### src/rtl/sertx_pkg.sv
package sertx_pkg;
  typedef struct packed {
    logic load;       // capture a new word
    logic loadFirst;  // on load, present bit 0 at once
    logic shift;      // present next bit
    logic clear;      // end of word, drive line low
  } txStrobe_t;
endpackage

### src/rtl/sertx_ctrl.sv
module sertx_ctrl
  import sertx_pkg::*;
#(
  parameter int DATA_W      = 32,
  parameter int SYNC_STAGES = 2
) (
  input  logic                       clk,
  input  logic                       rstN,
  input  logic                       cfgWrEn,
  input  logic [$clog2(DATA_W)+1:0]  cfgWrData,
  input  logic                       dataWrEn,
  input  logic                       sclkIn,
  output txStrobe_t                  strobe,
  output logic                       busy,
  output logic                       done
);
  localparam int LEN_W = $clog2(DATA_W);
  localparam int CNT_W = LEN_W + 2;

  logic [LEN_W-1:0] cfgLenM1;
  logic             cfgStartStop;
  logic             cfgInvert;

  // synchroniser chain for the external clock
  logic [SYNC_STAGES-1:0] syncQ;
  logic                   sclkPrev;

  generate
    for (genvar g = 0; g < SYNC_STAGES; g++) begin : gSync
      if (g == 0) begin : gFirst
        always_ff @(posedge clk or negedge rstN)
          if (!rstN) syncQ[0] <= 1'b0;
          else       syncQ[0] <= sclkIn;
      end else begin : gNext
        always_ff @(posedge clk or negedge rstN)
          if (!rstN) syncQ[g] <= 1'b0;
          else       syncQ[g] <= syncQ[g-1];
      end
    end
  endgenerate

  always_ff @(posedge clk or negedge rstN)
    if (!rstN) sclkPrev <= 1'b0;
    else       sclkPrev <= syncQ[SYNC_STAGES-1];

  logic curLvl, prvLvl, activeEdge;
  assign curLvl     = syncQ[SYNC_STAGES-1] ^ cfgInvert;
  assign prvLvl     = sclkPrev ^ cfgInvert;
  assign activeEdge = curLvl & ~prvLvl;

  // configuration register
  always_ff @(posedge clk or negedge rstN)
    if (!rstN) begin
      cfgLenM1     <= '0;
      cfgStartStop <= 1'b0;
      cfgInvert    <= 1'b0;
    end else if (cfgWrEn && !busy) begin
      cfgLenM1     <= cfgWrData[LEN_W-1:0];
      cfgStartStop <= cfgWrData[LEN_W];
      cfgInvert    <= cfgWrData[LEN_W+1];
    end

  // edge counting
  logic [CNT_W-1:0] edgeCnt;
  logic [CNT_W-1:0] lastEdge;
  logic             accept, finish;

  assign lastEdge = CNT_W'(cfgLenM1) + CNT_W'(1) + CNT_W'(!cfgStartStop);
  assign accept   = dataWrEn && !busy;
  assign finish   = busy && activeEdge && ((edgeCnt + CNT_W'(1)) == lastEdge);

  always_ff @(posedge clk or negedge rstN)
    if (!rstN) begin
      busy    <= 1'b0;
      done    <= 1'b0;
      edgeCnt <= '0;
    end else if (accept) begin
      busy    <= 1'b1;
      done    <= 1'b0;
      edgeCnt <= '0;
    end else if (finish) begin
      busy    <= 1'b0;
      done    <= 1'b1;
      edgeCnt <= '0;
    end else if (busy && activeEdge) begin
      edgeCnt <= edgeCnt + CNT_W'(1);
    end

  always_comb begin
    strobe.load      = accept;
    strobe.loadFirst = accept && cfgStartStop;
    strobe.shift     = busy && activeEdge && !finish;
    strobe.clear     = finish;
  end

  AST_BUSY_EXCL_DONE: assert property (@(posedge clk) disable iff (!rstN)
    busy |-> !done);
  AST_DATA_WR_IGNORED: assert property (@(posedge clk) disable iff (!rstN)
    (busy && dataWrEn && !activeEdge) |=> (busy && $stable(edgeCnt)));
  AST_CFG_WR_IGNORED: assert property (@(posedge clk) disable iff (!rstN)
    (busy && cfgWrEn) |=> ($stable(cfgLenM1) && $stable(cfgStartStop) && $stable(cfgInvert)));
  AST_DONE_FROM_EDGE: assert property (@(posedge clk) disable iff (!rstN)
    $rose(done) |-> $past(busy));
endmodule

### src/rtl/sertx_dpath.sv
module sertx_dpath
  import sertx_pkg::*;
#(
  parameter int DATA_W = 32
) (
  input  logic              clk,
  input  logic              rstN,
  input  txStrobe_t         strobe,
  input  logic [DATA_W-1:0] wrData,
  output logic              txOut
);
  logic [DATA_W-1:0] shReg;
  logic              txReg;

  always_ff @(posedge clk or negedge rstN)
    if (!rstN) begin
      shReg <= '0;
      txReg <= 1'b0;
    end else if (strobe.load) begin
      if (strobe.loadFirst) begin
        txReg <= wrData[0];
        shReg <= wrData >> 1;
      end else begin
        txReg <= 1'b0;
        shReg <= wrData;
      end
    end else if (strobe.shift) begin
      txReg <= shReg[0];
      shReg <= shReg >> 1;
    end else if (strobe.clear) begin
      txReg <= 1'b0;
    end

  assign txOut = txReg;

  AST_TX_ONLY_ON_STROBE: assert property (@(posedge clk) disable iff (!rstN)
    !$stable(txReg) |-> $past(strobe.load || strobe.shift || strobe.clear));
endmodule

### src/rtl/ext_clk_serial_tx.sv
module ext_clk_serial_tx
  import sertx_pkg::*;
#(
  parameter int DATA_W      = 32,
  parameter int SYNC_STAGES = 2
) (
  input  logic                      clk,
  input  logic                      rstN,
  input  logic                      cfgWrEn,
  input  logic [$clog2(DATA_W)+1:0] cfgWrData,
  input  logic                      dataWrEn,
  input  logic [DATA_W-1:0]         dataWrData,
  input  logic                      sclkIn,
  output logic                      txOut,
  output logic                      done
);
  txStrobe_t strobe;
  logic      busy;

  sertx_ctrl #(.DATA_W(DATA_W), .SYNC_STAGES(SYNC_STAGES)) uCtrl (
    .clk(clk), .rstN(rstN), .cfgWrEn(cfgWrEn), .cfgWrData(cfgWrData),
    .dataWrEn(dataWrEn), .sclkIn(sclkIn), .strobe(strobe),
    .busy(busy), .done(done)
  );

  sertx_dpath #(.DATA_W(DATA_W)) uDpath (
    .clk(clk), .rstN(rstN), .strobe(strobe), .wrData(dataWrData),
    .txOut(txOut)
  );

  AST_DONE_LINE_LOW: assert property (@(posedge clk) disable iff (!rstN)
    done |-> !txOut);
endmodule

### config.mk
export PLATFORM = sky130hd
export DESIGN_NAME = ext_clk_serial_tx
export DESIGN_NICKNAME = d
export VERILOG_FILES = /design/src/rtl/sertx_pkg.sv /design/src/rtl/sertx_ctrl.sv /design/src/rtl/sertx_dpath.sv /design/src/rtl/ext_clk_serial_tx.sv
export SDC_FILE = /design/constraint.sdc
export NUM_CORES = 1
export LEC_CHECK = 0
export BUFFER_PORTS_ARGS = -buffer_cell sky130_fd_sc_hd__buf_2
export CAP_MARGIN = 10
export CORE_AREA = 2 2 72 81
export CTS_CLUSTER_SIZE = 24
export DETAILED_ROUTE_END_ITERATION = 16
export DIE_AREA = 0 0 74 83
export PLACE_DENSITY = 0.88
export SETUP_SLACK_MARGIN = 0.2
export SLEW_MARGIN = 20
export SYNTH_ARGS = -nofsm -noshare
export SYNTH_HDL_FRONTEND = slang
export SYNTH_SLANG_ARGS = --single-unit
### constraint.sdc
create_clock -name clk -period 8.61 [get_ports clk]
set_input_delay 0 -clock clk [delete_from_list [all_inputs] [get_ports clk]]
set_output_delay 0 -clock clk [all_outputs]
set_load 0.02 [all_outputs]
* After elaboration in Yosys (flattened, before gate mapping)
Index checks and enable logic that the tools add are counted.
** Operators by class
- $add $sub $neg :: 3
- Equal/unequal tests :: 1
- Mux-type cells :: 13
- Bitwise operators :: 4
- Reductions and logical operators :: 13
** Operators by type and width (count)
- 32-bit 2-to-1 mux :: 3
- 7-bit 2-to-1 mux :: 3
- 7-bit by 1-bit adder with 7-bit output :: 1
- 7-bit by 1-bit adder with 7-bit output, second input constant :: 1
- 7-bit equality test :: 1
- 1-bit 2-to-1 mux :: 7
- 5-bit by 1-bit adder with 6-bit output, second input constant :: 1
- 1-bit logical AND :: 6
- 3-bit nonzero test :: 2
- 2-bit nonzero test :: 2
- 1-bit zero test :: 3
- 1-bit XOR :: 2
- 1-bit bitwise AND :: 1
- 1-bit NOT :: 1
** Storage, ports and cells
- Bits in registers :: 52
- Bits of input ports :: 44
- Output and inout bits :: 2

* Depth between registers and ports, before layout
- Depth in word-level cells :: 9
- Mapped depth :: 13

* Modules after synthesis
Synthesis repeated with hierarchy kept, for this count alone.
** Unflattened totals
- Cells, all modules :: 289
- Area total of the unflattened synthesis :: 3180.6 um^2
** Modules (own cells, without submodules)
- sertx_dpath :: instances 1, cells each 184, area an instance 2067.0 um^2, sequential area each 825.8 um^2
- sertx_ctrl :: instances 1, cells each 105, area an instance 1113.6 um^2, sequential area each 475.5 um^2

* Worst setup path before layout
No wires, ideal clock.
- Kind :: reg-to-reg
- Start point :: reg uCtrl.cfgStartStop
- End point :: reg uDpath.shReg[0]
- Data arrival time :: 3.183 ns
- Required time :: 8.485 ns
- Setup slack :: 5.302 ns
- Stages on the path, launching flop included :: 14
- Clock period less this slack :: 3.308 ns
- Path through :: dfrtp_1 > clkbuf_1 > clkbuf_1 > inv_1 > ha_1 > ha_1 > xor2_1 > xnor2_1 > xnor2_1 > nand4_1 > nor4_4 > o21ai_2 > buf_6 > mux2_4
** On the way
- Longest elaborated chain between the ends :: 7
** Ends and longest elaborated chain
- from (decl) :: line sertx_ctrl.sv:21 : logic cfgStartStop;
- from (signal assigned) :: line sertx_ctrl.sv:59 : cfgStartStop <= cfgWrData[LEN_W];
- 1-bit zero test :: line sertx_ctrl.sv:68 : assign lastEdge = CNT_W'(cfgLenM1) + CNT_W'(1) + CNT_W'(!cfgStartStop);
- 7-bit by 1-bit adder with 7-bit output :: line sertx_ctrl.sv:68
- 7-bit equality test :: line sertx_ctrl.sv:70 : assign finish = busy && activeEdge && ((edgeCnt + CNT_W'(1)) == lastEdge);
- 1-bit logical AND :: line sertx_ctrl.sv:70
- 1-bit zero test :: line sertx_ctrl.sv:92 : strobe.shift = busy && activeEdge && !finish;
- 1-bit logical AND :: line sertx_ctrl.sv:92
- 2-bit nonzero test (no source line)
- to (signal assigned) :: line sertx_dpath.sv:22 : shReg <= wrData >> 1;
- to (signal assigned) :: line sertx_dpath.sv:25 : shReg <= wrData;
- to (signal assigned) :: line sertx_dpath.sv:29 : shReg <= shReg >> 1;
- to (decl) :: line sertx_dpath.sv:12 : logic [DATA_W-1:0] shReg;
Several ways; a longest one is shown, not always the timed one.
A chain may end at the register's enable or synchronous reset.

* Worst setup path after layout
- Start point :: reg uCtrl.cfgStartStop
- End point :: reg uDpath.shReg[26]
The elaborated chain is that of the path after synthesis.

==> results.json <==
{
  "dieArea_sq_um": 6140,
  "drt_iter0_markers": 126,
  "synth.area.top_cells": "dfrtp_1 (42%), mux2_4 (14%), mux2i_1 (10%)",
  "p_sw_share_pct": 37.5,
  "firstDrtPassIters": 4,
  "cp_max_fo": 33,
  "htree_levels": 2,
  "outcome": "finished, final reports clean",
  "nets": 388,
  "power_frac_comb_pct": 51.6,
  "fp.dieH_um": 83,
  "yosysMostFrequentCell": "dfrtp_1",
  "synth_commonest_cells": "dfrtp_1 (52), a21oi_1 (35), nor2_1 (34)",
  "fillers": 383,
  "numCtsBuffers": 5,
  "finalCritPeriodShare_pct": 46.3,
  "cp_data_required_time_ps": 8810,
  "final_util_pct": 67.7,
  "drive_above_1_share_pct": 28.7,
  "critical_path.startpoint_type": "register",
  "diodes": 0,
  "slowest_stage": "dfrtp_2",
  "finalMaxSlewViolations": 0,
  "placementRows": 28,
  "intPower_mw": 0.797,
  "p_per_area_nw_per_um2": 356,
  "hold_buffers": 10,
  "hold_viol": 0,
  "antenna_found_initial": 0,
  "maxSlewHeadroom_pct": 39.8,
  "routed_wl_um": 6020,
  "yosys.area.top_type": "dfrtp_1",
  "pwr-share-clk_pct": 11.5,
  "p_seq_share_pct": 36.9,
  "worst_pin_slew_ps": 904,
  "p_leak_nw": 1.66,
  "clk_pin_slew_ps": 90,
  "vias": 2306,
  "yosysSeqAreaShare_pct": 41.6,
  "start_util_pct": 59.2,
  "rsz0062_at_grt": "false",
  "viasPerCell": 5.54,
  "synth-edff-count": 0,
  "wl_per_cell_um": 14.5,
  "grt_use_total_pct": 21.2,
  "cp_cell_sequence": "inv_1, ha_1, ha_1, xor2_1, xnor2_1, xnor2_1, nand4_1, nor4_4, o21ai_4, buf_4, mux2_4",
  "grt_start_max_net_pins": 66,
  "maxCapViolations": 0,
  "area_delta_synth_final_pct": 14.4,
  "cts.sinks": 52,
  "yosys_warnings": 0,
  "synth-seq-cells": 52,
  "clock_latency_ps": 310,
  "crit_arrival_ps": 4180,
  "clockBufferDepth": 2,
  "irDropWorstVdd_uv": 189,
  "synth-main-ff-cell": "dfrtp_1",
  "path_buf_inv": 2,
  "synthDominantCellAreaShare_pct": 41.6,
  "clock-root-buffer": "clkbuf_8",
  "cts_tree": "yes",
  "fp.dieW_um": 74,
  "syn_inst": 294,
  "drc_errors": 0,
  "dpl.hpwl_um": 4150,
  "min_period_ps": 3990,
  "synth_nets": 342,
  "netlist-cell-type-count": 36,
  "grt_pass1_vias": 2238,
  "synth_area_sq_um": 3130,
  "fmax_mhz": 251,
  "io_pins": 46,
  "grt_first_pass_wirelength_um": 10400,
  "fin_skew_ps": 5.63,
  "p_switching_mw": 0.479,
  "post_cts_resized": 0,
  "grt_overflow": 0,
  "setup_viol": 0,
  "ys_async_sr_fraction_pct": 100,
  "end_kind": "register",
  "worstSetupPathType": "register to register",
  "crit_family": "flip-flops",
  "post_cts.repair.setup_buffers": 0,
  "critPathMaxStageDelay_ps": 960,
  "io_buffers": 45,
  "setup_tns_ps": 0,
  "worstHoldPathType": "input port to register",
  "gp_congestion": 0.860,
  "coreArea_sq_um": 5290,
  "ant_nets": 0,
  "synth.avg_cell_area_sq_um": 10.7
}
==> through the flow <==
step / std cells / setup WS, ps / power (mW) / instance area, sq um / hold WS [ps]
2_1_floorplan: 294 / 5300 / 1.02 / 3130 / -296
4_1_cts: 416 / 4640 / 1.28 / 3580 / 36.5
6_report: 416 / 4620 / 1.28 / 3580 / 32.5
3_5_place_dp: 398 / 4660 / 1.13 / 3390 / 110
3_3_place_gp: 398 / 4810 / 1.10 / 3390 / 110
5_1_grt: 416 / 4320 / 1.37 / 3580 / 69.7
==> state kept, by name (all words and copies together), names as in the netlist <==
name and flops:
uCtrl.cfgInvert 1, uCtrl.busy 1, uDpath.txOut 1, uCtrl.cfgLenM1 5
uCtrl.edgeCnt 7, uCtrl.syncQ 2, uDpath.shReg 32, uCtrl.sclkPrev 1
uCtrl.done 1, uCtrl.cfgStartStop 1
==> cell type report <==
class	instances	area (sq um)	area share (%)
timing repair buffer	58	348	9.71
clock buffer	7	86.3	2.41
sequential	52	1300	36.4
tap	75	93.8	2.62
inverter	3	11.3	0.314
multi-input combinational	220	1730	48.4
clock inverter	1	7.51	0.210
==> cell usage in the layout (no fill, tap or decap), types with 8 or more instances in the layout <==
cell           Yosys  layout
dfrtp_1           52      51
buf_2              0      45
a21oi_1           35      35
nor2_1            34      34
mux2i_1           32      32
mux2_4            30      30
nand2_1           15      15
nand3_1           13      13
xnor2_1           10      10
dlygate4sd3_1      0      10
o21ai_0            8       8
==> tightest hold or removal path: cells and delay by family <==
kind,cells,cell delay (ps)
simple gates,1,120
compound gates,1,70
buf+inv,1,100
==> final timing paths <==
| kind | to | slack, ps | cells after the start | from |
|---|---|---|---|---|
| hold / removal | uDpath.shReg[31]$_DFFE_PN0P_ | 30 | 3 | dataWrData[31] |
| setup reg to reg | uDpath.shReg[26]$_DFFE_PN0P_ | 4620 | 11 | uCtrl.cfgStartStop$_DFFE_PN0P_ |
| setup / recovery | uDpath.shReg[26]$_DFFE_PN0P_ | 4620 | 11 | uCtrl.cfgStartStop$_DFFE_PN0P_ |
| max in group asynchronous | uCtrl.cfgStartStop$_DFFE_PN0P_ | 7790 | 3 | rstN |
| hold reg to reg | uCtrl.syncQ[1]$_DFF_PN0_ | 360 | 0 | uCtrl.syncQ[0]$_DFF_PN0_ |
| min in group asynchronous | uDpath.shReg[2]$_DFFE_PN0P_ | 340 | 3 | rstN |
==> per-layer routing <==
layer / GRT usage [%] / vias up / wire, um
met5: 0 / - / 0
met4: 4.79 / 0 / 81
met3: 5.22 / 8 / 270
met2: 33.3 / 58 / 2910
met1: 29.5 / 1113 / 2760
li1: - / 1127 / -
==> power by group through the flow <==
| stage | clock (mW) | sequential [mW] | combinational [mW] |
|---|---|---|---|
| after global placement | 0 | 0.467 | 0.632 |
| after detailed placement | 0 | 0.474 | 0.654 |
| after global routing | 0.161 | 0.488 | 0.725 |
| final | 0.146 | 0.471 | 0.659 |
| after CTS | 0.149 | 0.470 | 0.663 |
| after floorplan | 0 | 0.419 | 0.604 |
==> logic make-up (layout without fill, tap and decap cells) <==
kind of cell	Yosys count	in the layout	synth area share, %
and+or+nand+nor	79	79	12.3
muxes	68	68	26.8
AOI/OAI and AO/OA	53	53	9.27
DFF	52	52	41.6
buffers and inverters	22	69	3.60
xor gates and xnor gates	16	16	4.91
adders and majority gates	4	4	1.60
Note: power is estimated with default switching activity, not from simulation.
